File: src/rtl/sdclk_pkg.sv
package sdclk_pkg;
   // Bit positions of the single-bit controls in the control word
   localparam int unsigned IEN_BIT = 0;
   localparam int unsigned STB_BIT = 1;
   localparam int unsigned CEN_BIT = 2;
   localparam int unsigned LOW_FIELD_TOP = 2;

   typedef struct packed {
      logic card_en;
      logic int_en;
   } sdclk_ctrl_t;
endpackage

File: src/rtl/sdclk_sel_decode.sv
module sdclk_sel_decode #(
   parameter int unsigned SEL_W   = 8,
   parameter int unsigned RATIO_W = SEL_W + 1
) (
   input  logic [SEL_W-1:0]   sel_i,
   output logic [RATIO_W-1:0] ratio_o,
   output logic               valid_o
);
   always_comb begin
      ratio_o = '0;
      valid_o = 1'b0;
      if (sel_i == SEL_W'(0)) begin
         ratio_o = RATIO_W'(1);
         valid_o = 1'b1;
      end else if (sel_i == SEL_W'(1)) begin
         ratio_o = RATIO_W'(2);
         valid_o = 1'b1;
      end else if (sel_i == SEL_W'(3)) begin
         ratio_o = RATIO_W'(3);
         valid_o = 1'b1;
      end else if (sel_i == SEL_W'(2)) begin
         ratio_o = RATIO_W'(4);
         valid_o = 1'b1;
      end else begin
         for (int k = 2; k < int'(SEL_W); k++) begin
            if (sel_i == SEL_W'(1 << k)) begin
               ratio_o = RATIO_W'(2 << k);
               valid_o = 1'b1;
            end
         end
      end
   end
endmodule

File: src/rtl/sdclk_divider.sv
module sdclk_divider #(
   parameter int unsigned RATIO_W = 9
) (
   input  logic               clk,
   input  logic               rst_n,
   input  logic               run_i,
   input  logic               restart_i,
   input  logic [RATIO_W-1:0] ratio_i,
   output logic               raw_o,
   output logic               next_low_o
);
   logic [RATIO_W-1:0] cnt_q;
   logic [RATIO_W-1:0] cnt_inc;
   logic [RATIO_W-1:0] cnt_nxt;
   logic [RATIO_W-1:0] half;
   logic               raw_nxt;
   logic               hold;

   assign hold    = !run_i || restart_i;
   assign cnt_inc = cnt_q + 1'b1;
   assign cnt_nxt = (cnt_inc >= ratio_i) ? '0 : cnt_inc;
   assign half    = ratio_i >> 1;
   assign raw_nxt = cnt_nxt < half;
   // Value the divided clock will hold after the coming edge
   assign next_low_o = hold || !raw_nxt;

   always_ff @(posedge clk or negedge rst_n) begin
      if (!rst_n) begin
         cnt_q <= '0;
         raw_o <= 1'b0;
      end else if (hold) begin
         cnt_q <= '0;
         raw_o <= 1'b0;
      end else begin
         cnt_q <= cnt_nxt;
         raw_o <= raw_nxt;
      end
   end
endmodule

File: src/rtl/sdclk_settle.sv
module sdclk_settle #(
   parameter int unsigned SETTLE_CYCLES = 16
) (
   input  logic clk,
   input  logic rst_n,
   input  logic run_i,
   input  logic restart_i,
   output logic stable_o
);
   localparam int unsigned CW = $clog2(SETTLE_CYCLES + 1);
   localparam logic [CW-1:0] LAST = CW'(SETTLE_CYCLES);

   logic [CW-1:0] cnt_q;

   always_ff @(posedge clk or negedge rst_n) begin
      if (!rst_n)                   cnt_q <= '0;
      else if (!run_i || restart_i) cnt_q <= '0;
      else if (cnt_q != LAST)       cnt_q <= cnt_q + 1'b1;
   end

   assign stable_o = run_i && (cnt_q == LAST);
endmodule

File: src/rtl/sdclk_gate.sv
module sdclk_gate (
   input  logic clk,
   input  logic rst_n,
   input  logic want_i,
   input  logic bypass_i,
   input  logic raw_i,
   input  logic next_low_i,
   output logic gate_o,
   output logic clk_o
);
   logic gate_n_q;

   // Divided path: the gate moves only at an edge after which the clock is low
   always_ff @(posedge clk or negedge rst_n) begin
      if (!rst_n)          gate_o <= 1'b0;
      else if (next_low_i) gate_o <= want_i;
   end

   // Pass-through path: the gate moves on the falling edge, while clk is low
   always_ff @(negedge clk or negedge rst_n) begin
      if (!rst_n) gate_n_q <= 1'b0;
      else        gate_n_q <= want_i && bypass_i;
   end

   assign clk_o = bypass_i ? (clk && gate_n_q) : (raw_i && gate_o);
endmodule

File: src/rtl/sd_clkdiv_ctrl.sv
module sd_clkdiv_ctrl #(
   parameter int unsigned REG_W         = 16,
   parameter int unsigned SEL_W         = 8,
   parameter int unsigned SEL_LSB       = 8,
   parameter int unsigned SETTLE_CYCLES = 16
) (
   input  logic             clk,
   input  logic             rst_n,
   input  logic             wr_en,
   input  logic [REG_W-1:0] wr_data,
   output logic [REG_W-1:0] rd_data,
   output logic             sd_clk_out
);
   import sdclk_pkg::*;

   localparam int unsigned RATIO_W = SEL_W + 1;

   generate
      if (SEL_LSB + SEL_W > REG_W || SEL_LSB <= LOW_FIELD_TOP) begin : g_bad_layout
         $error("select field overlaps control bits or exceeds the word");
      end
      if (SEL_W < 2) begin : g_bad_sel
         $error("select field must be at least 2 bits");
      end
      if (SETTLE_CYCLES < 1) begin : g_bad_settle
         $error("settling delay must be at least one cycle");
      end
   endgenerate

   logic [SEL_W-1:0]   sel_q;
   sdclk_ctrl_t        ctrl_q;
   logic [SEL_W-1:0]   wr_sel;
   logic               restart;
   logic               run;
   logic [RATIO_W-1:0] ratio;
   logic               code_valid;
   logic               stable;
   logic               raw_clk;
   logic               next_low;
   logic               gate_q;
   logic               bypass;
   logic               unused_wr;

   assign wr_sel    = wr_data[SEL_LSB +: SEL_W];
   assign unused_wr = ^wr_data;

   always_ff @(posedge clk or negedge rst_n) begin
      if (!rst_n) begin
         sel_q  <= '0;
         ctrl_q <= '0;
      end else if (wr_en) begin
         sel_q          <= wr_sel;
         ctrl_q.int_en  <= wr_data[IEN_BIT];
         ctrl_q.card_en <= wr_data[CEN_BIT];
      end
   end

   assign restart = wr_en && (wr_sel != sel_q);
   assign run     = ctrl_q.int_en && code_valid;
   assign bypass  = (ratio == RATIO_W'(1));

   sdclk_sel_decode #(.SEL_W(SEL_W), .RATIO_W(RATIO_W)) u_dec (
      .sel_i   (sel_q),
      .ratio_o (ratio),
      .valid_o (code_valid)
   );

   sdclk_divider #(.RATIO_W(RATIO_W)) u_div (
      .clk        (clk),
      .rst_n      (rst_n),
      .run_i      (run),
      .restart_i  (restart),
      .ratio_i    (ratio),
      .raw_o      (raw_clk),
      .next_low_o (next_low)
   );

   sdclk_settle #(.SETTLE_CYCLES(SETTLE_CYCLES)) u_settle (
      .clk       (clk),
      .rst_n     (rst_n),
      .run_i     (run),
      .restart_i (restart),
      .stable_o  (stable)
   );

   sdclk_gate u_gate (
      .clk        (clk),
      .rst_n      (rst_n),
      .want_i     (ctrl_q.card_en && stable),
      .bypass_i   (bypass),
      .raw_i      (raw_clk),
      .next_low_i (next_low),
      .gate_o     (gate_q),
      .clk_o      (sd_clk_out)
   );

   always_comb begin
      rd_data                    = '0;
      rd_data[SEL_LSB +: SEL_W]  = sel_q;
      rd_data[IEN_BIT]           = ctrl_q.int_en;
      rd_data[STB_BIT]           = stable;
      rd_data[CEN_BIT]           = ctrl_q.card_en;
   end
endmodule

File: config.mk
export PLATFORM = sky130hd
export DESIGN_NAME = sd_clkdiv_ctrl
export DESIGN_NICKNAME = d
export VERILOG_FILES = /design/src/rtl/sdclk_pkg.sv /design/src/rtl/sdclk_sel_decode.sv /design/src/rtl/sdclk_divider.sv /design/src/rtl/sdclk_settle.sv /design/src/rtl/sdclk_gate.sv /design/src/rtl/sd_clkdiv_ctrl.sv
export SDC_FILE = /design/constraint.sdc
export NUM_CORES = 1
export LEC_CHECK = 0
export BUFFER_PORTS_ARGS = -buffer_cell sky130_fd_sc_hd__buf_2
export CAP_MARGIN = 0
export CORE_MARGIN = 3
export CORE_UTILIZATION = 55
export CTS_CLUSTER_DIAMETER = 100
export DETAILED_ROUTE_END_ITERATION = 16
export GPL_ROUTABILITY_DRIVEN = 0
export GPL_TIMING_DRIVEN = 0
export PLACE_DENSITY = 0.79
export SLEW_MARGIN = 20
export SYNTH_ARGS = -nofsm -noshare
export SYNTH_HDL_FRONTEND = slang
export SYNTH_SLANG_ARGS = --single-unit
File: constraint.sdc
create_clock -name clk -period 4.19 [get_ports clk]
set_input_delay 0.2095 -clock clk [delete_from_list [all_inputs] [get_ports clk]]
set_output_delay 0.2095 -clock clk [all_outputs]
set_load 0.02 [all_outputs]
Yosys cells after proc, flatten, opt, wreduce, memory -nomap -nowiden. Index checks and enable logic that the tools add are counted.

Output and inout port bits: 17. Flip-flop bits (word level): 27. Input bits: 19.

Equality and inequality tests: 13. $add $sub $neg: 2. Reductions and logical operators: 13. Mux-type cells: 26. Magnitude comparators: 2.

Operators with widths (count): $mux 9 (7); $eq 8x2->1 const B (2); $mux 5 (3); $mux 1 (12); $add 9x1->9 const B (1); $eq 9x1->1 const B (1); $ge 9x9->1 (1); $lt 9x8->1 (1); $eq 8x1->1 const B (1); $eq 8x3->1 const B (1); $eq 8x4->1 const B (1); $eq 8x5->1 const B (1); $eq 8x6->1 const B (1); $eq 8x7->1 const B (1); $eq 8x8->1 const B (1); $logic_not 8->1 (1); $mux 8 (1); $ne 8x8->1 (1); $logic_and 1x1->1 (7); $mux 7 (1); $mux 6 (1); $add 5x1->5 const B (1); $eq 5x5->1 const B (1); $ne 5x5->1 const B (1); 4 further kinds (6).

Longest topological paths before layout. Gate-level depths: netlist (run 1).

Depth after elaboration: 16. Depth in mapped cells: 19.

Hierarchy. From an unflattened synthesis (run 1), not the netlist that was laid out.

Cells, all modules: 210. Area, all modules: 2082.0 um^2.

Modules (own cells, without submodules): sdclk_divider (area an instance 933.4 um^2, instances 1, cells an instance 104); sd_clkdiv_ctrl (area an instance 548.0 um^2, instances 1, cells an instance 45); sdclk_settle (area an instance 325.3 um^2, instances 1, cells an instance 28); sdclk_sel_decode (area an instance 190.2 um^2, instances 1, cells an instance 26); sdclk_gate (area an instance 85.1 um^2, instances 1, cells an instance 7).

==> results of run 1 <==
-- layout make-up --
cell class / instances / area, um2
clock buffer: 7 / 50.05
buffer: 12 / 83.83
tap: 44 / 55.05
sequential: 27 / 675.6
inverter: 11 / 41.29
multi-input combinational: 155 / 1195
clock inverter: 1 / 8.758
timing repair buffer: 34 / 220.2
fill: 278 / 873.3
-- flip-flops by register name (all words and copies together), names as in the netlist --
signal / cells
rd_data: 2
sel_q: 8
u_div.cnt_q: 9
u_div.raw_o: 1
u_gate.gate_n_q: 1
u_gate.gate_o: 1
u_settle.cnt_q: 5
-- stage by stage --
stage	utilization (%)	power, uW	worst slack [ns]	setup TNS (ns)
2_1_floorplan	-	365.0	0.2400	0
3_3_place_gp	66.37	396.6	-0.09729	-0.09729
3_5_place_dp	66.37	400.5	-0.2253	-0.2861
4_1_cts	69.53	569.7	0.001150	0
5_1_grt	72.73	604.0	-0.05245	-0.05245
6_report	72.73	573.2	0.1810	0
-- synth_stat cells (all sizes together) (3+ instances only) --
library cell	instances
ha	19
mux2	10
nand3b	6
nand4	4
nor2	21
o21ai	7
clkbuf	9
dfrtp	26
xnor2	15
nand2	10
inv	11
a21o	3
buf	7
a21oi	7
nand3	9
nor3	14
xor2	6
-- worst paths after layout --
check	slack, ns	from	cells after the start	end
max	0.18	sel_q[5]$_DFFE_PN0P_	6	u_gate.gate_n_q$_DFF_NN0_
min	0.01	wr_data[13]	2	sel_q[5]$_DFFE_PN0P_
max reg2reg	0.18	sel_q[5]$_DFFE_PN0P_	6	u_gate.gate_n_q$_DFF_NN0_
min reg2reg	0.54	u_gate.gate_o$_DFFE_PN0P_	2	u_gate.gate_o$_DFFE_PN0P_
max in group asynchronous	1.50	rst_n	2	u_gate.gate_n_q$_DFF_NN0_
min in group asynchronous	0.28	rst_n	2	sel_q[3]$_DFFE_PN0P_
-- power groups by stage --
stage         registers [uW]  logic (uW)  clock network, uW
CTS                      279         121                170
global route             293         127                184
finish                   291         116                166
-- per-layer routing --
layer / track usage (%) / vias up / wire [um]
li1: - / 784 / -
met4: 3.886 / 0 / 36
met1: 27.39 / 726 / 1867
met2: 31.98 / 25 / 1980
met5: 0 / - / 0
met3: 6.325 / 4 / 124
-- kinds of logic (layout without fill, tap and decap cells) --
| family | Yosys count | count (layout) | share of synthesized area [%] |
|---|---|---|---|
| buffers and inverters | 27 | 65 | 6.852 |
| other | 1 | 5 | 0.1937 |
| AOI/OAI and AO/OA | 24 | 24 | 8.662 |
| and+or+nand+nor | 74 | 74 | 20.75 |
| adders and majority gates | 19 | 19 | 12.28 |
| DFF | 27 | 27 | 34.91 |
| muxes | 12 | 12 | 6.852 |
| xor gates and xnor gates | 21 | 21 | 9.502 |
-- what timing repair did --
action	CTS	global route
hold buffers	4	5
endpoints found under the setup margin	2	3
hold endpoints to repair	29	5
buffers inserted	0	2
resized for setup	3	9
pin swaps	0	3
==> flow_metrics.py, run 1 <==
metrics = {
    "critical_path": {
        "cp.arrival_ns": 2.22,
        "slowest_delay_ns": 0.56,
        "endpoint_kind": "flip-flop",
        "cp_top_family": "compound AO/OA/AOI/OAI gates",
        "worstPathMaxFanout": 10,
        "crit_buf_inv": 0,
        "req_time_crit_path_ns": 2.40,
        "criticalPathCategory": "flip-flop to flip-flop",
        "cpMaxStageDelayCell": "sky130_fd_sc_hd__dfrtp_1",
        "timing.critical_path.cells": "xor2_1 > a22o_1 > a311oi_1 > and3b_1 > nand2_1 > nor2_1",
        "start_kind": "flip-flop",
    },
    "sta": {
        "slew-limit-headroom_pct": 59.35,
        "slew_viol_final": 0,
        "fin_skew_ns": 0.005154,
        "timing.hold.ws_ns": 0.01029,
        "hold_violation_count_in_the_final_report": 0,
        "worst_pin_slew_ns": 0.6098,
        "setup_viol": 0,
    },
    "cts": {
        "tritoncts": "yes",
        "insertion_delay_ns": 0.45,
        "path_clk_slew_ns": 0.16,
    },
    "logic_synthesis": {
        "asyncSetResetFlopFracSynth_pct": 100.0,
        "synth-warning-count": 0,
        "postSynthRegisterBits": 27,
        "synth_area_leaders": "sky130_fd_sc_hd__dfrtp_1 (34%), sky130_fd_sc_hd__ha_1 (12%), sky130_fd_sc_hd__xnor2_1 (6.8%)",
        "dominantRegCellSynth": "sky130_fd_sc_hd__dfrtp_1",
        "synth-edff-count": 0,
        "synth_sequential_area_ratio_pct": 34.91,
        "netlist_instances": 205,
        "synth.top_cell.area_share_pct": 33.61,
        "yosysTopAreaCell": "sky130_fd_sc_hd__dfrtp_1",
        "post_synth.cell_area_avg_um2": 9.442,
        "netlist-cell-type-count": 37,
        "synth_area_um2": 1936,
    },
    "global_routing": {
        "grt_remaining_overflow": 0,
        "grt_first_pass_wirelength_um": 6755,
        "grt_util_all_layers_pct": 20.23,
        "maximum_number_of_pins_on_one_net_before_global_route_repair": 28,
        "number_of_antenna_violations_at_the_first_check_in_global_routing": 0,
        "grt_pass1_vias": 1507,
    },
    "detailed_routing": {
        "vias": 1539,
        "route.antenna.remaining_nets": 0,
        "postRouteWirelength_um": 4009,
        "route.detailed.drc": 0,
        "drt_first_pass_iters": 4,
        "vias_per_cell": 5.289,
        "avgRoutedWirePerCell_um": 13.78,
        "detail_route.iter0.violations": 73,
    },
    "place": {
        "port_buffers": 24,
        "placedInstanceArea_um2": 2126,
        "post-place-cells": 277,
        "final_hpwl_from_detailed_placement_um": 2968,
    },
    "layout": {
        "layout-drive-gt1-share_pct": 25.10,
        "antennaDiodeCount": 0,
        "fin_nets": 286,
        "finalNonFillerCells": 291,
        "finish.instance_area_um2": 2330,
        "layout.cells.most_common": "sky130_fd_sc_hd__dfrtp_1",
        "layout.cells.most_common_list": "sky130_fd_sc_hd__dfrtp_1 (26), sky130_fd_sc_hd__buf_2 (24), sky130_fd_sc_hd__nor2_1 (21), sky130_fd_sc_hd__ha_1 (18), sky130_fd_sc_hd__xnor2_1 (15)",
        "area_delta_synth_final_pct": 20.36,
    },
    "pwr": {
        "power.switching_fraction_pct": 31.10,
        "vdd_ir_drop_max_mv": 0.2406,
        "net_switching_power_figure_uw": 178.3,
        "power.density_nw_per_um2": 246.0,
        "power.clock.fraction_pct": 29.0,
        "cellInternalPower_uw": 395.0,
        "fraction_of_power_consumed_by_combinational_cells_pct": 20.3,
        "pwr-share-seq_pct": 50.8,
        "p_leak_uw": 0.001095,
    },
    "floorplan": {
        "fp.dieH_um": 65.33,
        "floorplan.core_area_um2": 3203,
        "die_width_um": 65.33,
        "floorplan.io_pins": 36,
        "core.rowCount": 20,
        "design.die.area_um2": 4267,
        "initial_core_utilization_pct": 60.43,
    },
    "job": {
        "timing.max_cap.violations": 0,
    },
    "worst_hold_path": {
        "min-delay-path-class": "input port to flip-flop",
    },
    "outcome": {
        "run_status": "complete, no violations",
    },
}
Power figures use the tool's default switching activity.
==> inputs of run 2 (changes only) <==
Clock period 4.19 ns to 4.3 ns, I/O delays scaled along.
==> run 2 against run 1 <==
Against the previous run: cell area shrank 1.4%; setup slack lost 0.011 ns; die area is the same; sequential share of layout area grew 0.41 points; critical path depth grew 2; worst hold slack gained 0.0059 ns; final cell count shrank 0.34%; clock skew is essentially flat; first-iteration DRC count grew 15%; via count shrank 0.19%; largest cell class unchanged; highest routed layer unchanged.
==> flow_metrics.py, run 2 (synthesis gave the netlist of run 1 again) <==
metrics = {
    "place": {
        "post-place-cells": 277,
        "final_hpwl_from_detailed_placement_um": 2968,
        "port_buffers": 24,
        "pre_cts_slack_ns": -0.1153,
    },
    "layout": {
        "reg_top3": "u_div.cnt_q x9, sel_q x8, u_settle.cnt_q x5",
        "area_delta_synth_final_pct": 18.68,
        "largest_register_ffs": 9,
        "finalNonFillerCells": 290,
        "registers.top_by_ff_count": "u_div.cnt_q",
        "fin_nets": 285,
        "layout.cells.most_common": "sky130_fd_sc_hd__dfrtp_1",
        "antennaDiodeCount": 0,
        "layout.cells.most_common_list": "sky130_fd_sc_hd__dfrtp_1 (26), sky130_fd_sc_hd__buf_2 (24), sky130_fd_sc_hd__nor2_1 (21), sky130_fd_sc_hd__ha_1 (19), sky130_fd_sc_hd__xnor2_1 (15)",
        "layout-drive-gt1-share_pct": 24.39,
    },
    "pwr": {
        "total_power_uw": 557.9,
        "power.density_nw_per_um2": 242.9,
        "p_leak_uw": 0.001083,
        "vdd_ir_drop_max_mv": 0.2334,
    },
    "detailed_routing": {
        "postRouteWirelength_um": 4071,
        "drt_first_pass_iters": 4,
        "detail_route.iter0.violations": 84,
        "avgRoutedWirePerCell_um": 14.04,
        "vias_per_cell": 5.297,
        "route.detailed.drc": 0,
        "vias": 1536,
        "route.antenna.remaining_nets": 0,
    },
    "critical_path": {
        "start_kind": "flip-flop",
        "cpMaxStageDelayCell": "sky130_fd_sc_hd__dfrtp_1",
        "r2r_setup_slk_ns": 0.17,
        "timing.critical_path.cells": "clkbuf_1 > nor4_4 > buf_4 > and3_1 > a311oi_1 > and3b_1 > nand2_1 > nor2_1",
        "criticalPathCategory": "flip-flop to flip-flop",
        "r2r_startpoint": "sel_q[6]$_DFFE_PN0P_",
        "req_time_crit_path_ns": 2.46,
        "cp.arrival_ns": 2.29,
        "critPathLaunch": "sel_q[6]$_DFFE_PN0P_",
        "cp-endpoint": "u_gate.gate_n_q$_DFF_NN0_",
        "endpoint_kind": "flip-flop",
        "rr_worst_depth": 8,
        "worstPathMaxFanout": 8,
        "slowest_delay_ns": 0.37,
        "worst-path-stages": 8,
        "r2r_end": "u_gate.gate_n_q$_DFF_NN0_",
        "cp_top_family": "simple AND/OR/NAND/NOR gates",
        "crit_buf_inv": 2,
    },
    "floorplan": {
        "floorplan.io_pins": 36,
        "floorplan.core_area_um2": 3203,
        "fp.dieH_um": 65.33,
        "initial_core_utilization_pct": 60.43,
        "design.die.area_um2": 4267,
        "die_width_um": 65.33,
        "core.rowCount": 20,
    },
    "global_routing": {
        "grt_pass1_vias": 1499,
        "maximum_number_of_pins_on_one_net_before_global_route_repair": 28,
        "grt_remaining_overflow": 0,
        "grt_util_all_layers_pct": 20.08,
        "number_of_antenna_violations_at_the_first_check_in_global_routing": 0,
        "grt_first_pass_wirelength_um": 6706,
    },
    "job": {
        "timing.max_cap.violations": 0,
    },
    "cts": {
        "path_clk_slew_ns": 0.16,
        "tritoncts": "yes",
        "insertion_delay_ns": 0.45,
    },
    "worst_hold_path": {
        "min-delay-path-class": "input port to flip-flop",
    },
    "sta": {
        "worst_pin_slew_ns": 0.6173,
        "hold_violation_count_in_the_final_report": 0,
        "setup_viol": 0,
        "slew-limit-headroom_pct": 58.84,
        "finalWorstSetupSlack_ns": 0.1696,
        "fin_skew_ns": 0.005213,
        "timing.hold.ws_ns": 0.01623,
        "slew_viol_final": 0,
    },
    "outcome": {
        "run_status": "complete, no violations",
    },
}
run 2: worst min-delay path by stage:
stage | from | slack, ns | to | cells past startpoint
final | wr_data[13] | 0.02 | sel_q[5]$_DFFE_PN0P_ | 2
after detailed placement | rst_n | 0.26 | sel_q[3]$_DFFE_PN0P_ | 1
after floorplan | rst_n | -0.08 | rd_data[0]$_DFFE_PN0P_ | 0
after global placement | rst_n | 0.26 | sel_q[0]$_DFFE_PN0P_ | 1
after CTS | wr_data[9] | 0.002 | sel_q[1]$_DFFE_PN0P_ | 2
after global routing | wr_data[14] | 0.005 | sel_q[6]$_DFFE_PN0P_ | 2
run 2: final cells by class:
class                   instances  area [um2]
plain buffers                  13       87.58
flip-flops and latches         27       675.6
well taps                      44       55.05
multi-input cells             155        1176
fillers                       283       905.9
clock inverters                 1       8.758
repair buffers                 32       202.7
clock buffers                   7       50.05
inverters                      11       41.29
run 2: repair_timing:
| action | CTS | global route |
|---|---|---|
| pin swaps | 0 | 4 |
| buffers inserted | 0 | 1 |
| hold endpoints to repair | 28 | 5 |
| setup endpoints to repair | 1 | 3 |
| gates resized for setup | 2 | 9 |
| hold buffers | 3 | 5 |
run 2: metrics by stage:
stage | utilization, % | cell area (um2) | TNS, ns
floorplan | - | 1951 | 0
global placement | 66.37 | 2126 | 0
detailed placement | 66.37 | 2126 | -0.1153
CTS | 69.14 | 2215 | 0
global route | 71.72 | 2297 | -0.05436
finish | 71.72 | 2297 | 0
run 2: power breakdown:
| part | internal (uW) | leakage (uW) | switching [uW] | total (uW) |
|---|---|---|---|---|
| Sequential | 263 | 0.000355 | 17.0 | 280 |
| Combinational | 52.1 | 0.000689 | 63.8 | 116 |
| Clock | 68.8 | 0.0000395 | 92.8 | 162 |
| Total | 384 | 0.00108 | 174 | 558 |
run 2: routing by layer:
layer / vias up / wire length [um] / global-route usage [%]
met4: 0 / 20 / 3.886
met3: 4 / 124 / 6.325
met2: 27 / 2078 / 31.61
met1: 720 / 1848 / 27.28
met5: - / 0 / 0
li1: 785 / - / -
==> inputs of run 3 (changes only) <==
Settings changed: ABC_AREA set to 1.
==> run 3 against run 2 <==
Against the previous run: critical path depth is 16 higher; clock power is 36% higher; die area increased by 3.6%; routed wire length decreased by 1.5%; register-to-register slack improved by 0.35 ns; sequential power fell by 1%; non-clock buffer count down 11; critical endpoint is now u_gate.gate_o$_DFFE_PN0P_; largest cell class unchanged.
==> flow_metrics.py, run 3 <==
metrics = {
    "outcome": {
        "run_status": "complete, no violations",
    },
    "detailed_routing": {
        "drt_first_pass_iters": 5,
        "route.antenna.remaining_nets": 0,
        "vias": 1788,
        "vias_per_cell": 5.065,
        "postRouteWirelength_um": 4009,
        "route.detailed.drc": 0,
        "detail_route.iter0.violations": 40,
        "avgRoutedWirePerCell_um": 11.36,
    },
    "place": {
        "port_buffers": 24,
        "pre_cts_slack_ns": 0.5277,
        "placedInstanceArea_um2": 2206,
        "final_hpwl_from_detailed_placement_um": 3180,
    },
    "global_routing": {
        "grt_remaining_overflow": 0,
        "grt_util_all_layers_pct": 20.79,
        "use_met2_pct": 36.56,
        "grt.met3_usage_pct": 3.710,
        "grtUsageMet1_pct": 24.25,
        "maximum_number_of_pins_on_one_net_before_global_route_repair": 28,
        "grt_pass1_vias": 1707,
        "number_of_antenna_violations_at_the_first_check_in_global_routing": 0,
        "grt_first_pass_wirelength_um": 7044,
        "globalRoute.busiestLayer": "met2",
    },
    "floorplan": {
        "initial_core_utilization_pct": 58.49,
        "design.die.area_um2": 4422,
        "floorplan.core_area_um2": 3442,
        "core.rowCount": 21,
        "floorplan.io_pins": 36,
        "die_width_um": 66.50,
        "fp.dieH_um": 66.50,
    },
    "logic_synthesis": {
        "synth_area_leaders": "sky130_fd_sc_hd__dfrtp_1 (32%), sky130_fd_sc_hd__ha_1 (12%), sky130_fd_sc_hd__nand2_1 (11%)",
        "yosysTopAreaCell": "sky130_fd_sc_hd__dfrtp_1",
        "post_synth.cell_area_avg_um2": 7.429,
        "synth_commonest_cells": "sky130_fd_sc_hd__nand2_1 (61), sky130_fd_sc_hd__inv_1 (35), sky130_fd_sc_hd__nor2_1 (32), sky130_fd_sc_hd__dfrtp_1 (26), sky130_fd_sc_hd__ha_1 (19)",
        "synth-warning-count": 0,
        "synth.top_cell.area_share_pct": 32.32,
        "synth_sequential_area_ratio_pct": 33.56,
        "synth-edff-count": 0,
        "synth_area_um2": 2013,
        "yosys.cell_count.top_type": "sky130_fd_sc_hd__nand2_1",
        "netlist_instances": 271,
        "postSynthRegisterBits": 27,
        "netlist-cell-type-count": 31,
        "dominantRegCellSynth": "sky130_fd_sc_hd__dfrtp_1",
        "asyncSetResetFlopFracSynth_pct": 100.0,
    },
    "critical_path": {
        "start_kind": "flip-flop",
        "endpoint_kind": "flip-flop",
        "cp.arrival_ns": 4.07,
        "req_time_crit_path_ns": 4.58,
        "criticalPathCategory": "flip-flop to flip-flop",
        "worstPathMaxFanout": 10,
        "rr_worst_depth": 24,
    },
    "sta": {
        "slew_viol_final": 0,
        "hold_violation_count_in_the_final_report": 0,
        "final.setup.tns_ns": 0,
        "top_achievable_clock_speed_mhz": 264.3,
        "setup_viol": 0,
        "slew-limit-headroom_pct": 60.47,
        "period_minus_slack_ns": 3.783,
        "fin_skew_ns": 0.02186,
        "final_min_period_over_clock_period_pct": 87.98,
        "worst_pin_slew_ns": 0.5930,
        "finalWorstSetupSlack_ns": 0.5167,
        "rsz0062_at_grt": "no",
    },
    "layout": {
        "registers.top_by_ff_count": "u_div.cnt_q",
        "area_delta_synth_final_pct": 14.42,
        "largest_register_ffs": 9,
        "fin_nets": 346,
        "finish.instance_area_um2": 2303,
        "layout.cells.most_common": "sky130_fd_sc_hd__nand2_1",
        "layout.cells.most_common_list": "sky130_fd_sc_hd__nand2_1 (61), sky130_fd_sc_hd__inv_1 (35), sky130_fd_sc_hd__nor2_1 (32), sky130_fd_sc_hd__dfrtp_1 (26), sky130_fd_sc_hd__buf_2 (24)",
        "reg_top3": "u_div.cnt_q x9, sel_q x8, u_settle.cnt_q x5",
        "antennaDiodeCount": 0,
        "layout-drive-gt1-share_pct": 19.54,
    },
    "cts": {
        "post-cts-setup-buffer-count": 0,
        "ctsHoldBuffers": 1,
        "post_cts_resized": 0,
        "tritoncts": "yes",
        "insertion_delay_ns": 0.40,
        "path_clk_slew_ns": 0.09,
    },
    "worst_hold_path": {
        "min-delay-path-class": "input port to flip-flop",
        "min_delay_path_depth": 3,
    },
    "pwr": {
        "power.density_nw_per_um2": 262.3,
        "p_leak_uw": 0.001218,
        "vdd_ir_drop_max_mv": 0.1571,
        "total_power_uw": 604.3,
    },
    "job": {
        "timing.max_cap.violations": 0,
    },
}
==> run 3: critical path, cell delays in order (launching register included) <==
cell	delay, ns
sky130_fd_sc_hd__dfrtp_1	0.44
sky130_fd_sc_hd__ha_1	0.19
sky130_fd_sc_hd__nand2_1	0.08
sky130_fd_sc_hd__nor2_2	0.18
sky130_fd_sc_hd__inv_1	0.08
sky130_fd_sc_hd__nor2_1	0.21
sky130_fd_sc_hd__nor2_1	0.08
sky130_fd_sc_hd__ha_1	0.30
sky130_fd_sc_hd__nand2_1	0.07
sky130_fd_sc_hd__nor2_1	0.10
sky130_fd_sc_hd__nand2_1	0.06
sky130_fd_sc_hd__nand3_1	0.07
sky130_fd_sc_hd__nand2_1	0.09
sky130_fd_sc_hd__nand2_1	0.18
sky130_fd_sc_hd__clkbuf_1	0.38
sky130_fd_sc_hd__nor3_1	0.10
sky130_fd_sc_hd__ha_1	0.30
sky130_fd_sc_hd__a21oi_1	0.14
sky130_fd_sc_hd__nor2_1	0.06
sky130_fd_sc_hd__a211oi_1	0.17
sky130_fd_sc_hd__nand2_1	0.09
sky130_fd_sc_hd__nand2_1	0.08
sky130_fd_sc_hd__nand3_1	0.10
sky130_fd_sc_hd__nand2_1	0.08
sky130_fd_sc_hd__nand2_1	0.05
==> run 3: final timing paths <==
| path | startpoint | endpoint | slack, ns |
|---|---|---|---|
| min | wr_data[2] | rd_data[2]$_DFFE_PN0P_ | 0.05 |
| min reg2reg | u_settle.cnt_q[1]$_DFFE_PN0P_ | u_settle.cnt_q[1]$_DFFE_PN0P_ | 0.54 |
| max | u_div.cnt_q[0]$_DFF_PN0_ | u_gate.gate_o$_DFFE_PN0P_ | 0.52 |
| min in group asynchronous | rst_n | u_settle.cnt_q[2]$_DFFE_PN0P_ | 0.36 |
| max reg2reg | u_div.cnt_q[0]$_DFF_PN0_ | u_gate.gate_o$_DFFE_PN0P_ | 0.52 |
| max in group asynchronous | rst_n | u_gate.gate_n_q$_DFF_NN0_ | 1.51 |
==> run 3: layout make-up <==
cell class | instances | area, um2
Buffer | 10 | 67.56
Clock buffer | 7 | 87.58
Clock inverter | 1 | 5.005
Fill cell | 304 | 1139
Inverter | 39 | 146.4
Multi-Input combinational cell | 199 | 1139
Sequential cell | 27 | 675.6
Tap cell | 46 | 57.56
Timing Repair Buffer | 24 | 125.1
==> run 3: metal layers <==
layer | routed length, um | vias to the layer above
li1 | - | 925
met5 | 0 | -
met4 | 56 | 0
met2 | 1999 | 39
met1 | 1813 | 817
met3 | 140 | 7
==> run 3: through the flow <==
step           utilization [%]  hold WS [ns]  instances
3_5_place_dp             64.09        0.2523        345
6_report                 66.92       0.04814        353
3_3_place_gp             64.09        0.2494        345
2_1_floorplan                -      -0.08059        275
5_1_grt                  66.92       0.05874        353
4_1_cts                  66.92       0.05184        353
==> run 3: where the power goes <==
part	internal [uW]	total (uW)	leakage, uW	switching (uW)
combinational	37.7	108	0.000805	70.2
sequential	263	276	0.000358	12.9
clock	124	221	0.0000545	96.5
total	425	604	0.00122	180
==> run 3: cell families after synthesis <==
| family | count (synthesis) | share of synthesized area (%) |
|---|---|---|
| and+or+nand+nor | 141 | 32.63 |
| buffers and inverters | 49 | 10.63 |
| DFF | 27 | 33.56 |
| AOI/OAI and AO/OA | 22 | 5.842 |
| adders and majority gates | 19 | 11.81 |
| xor gates and xnor gates | 11 | 4.785 |
| other | 1 | 0.1863 |
| muxes | 1 | 0.5593 |
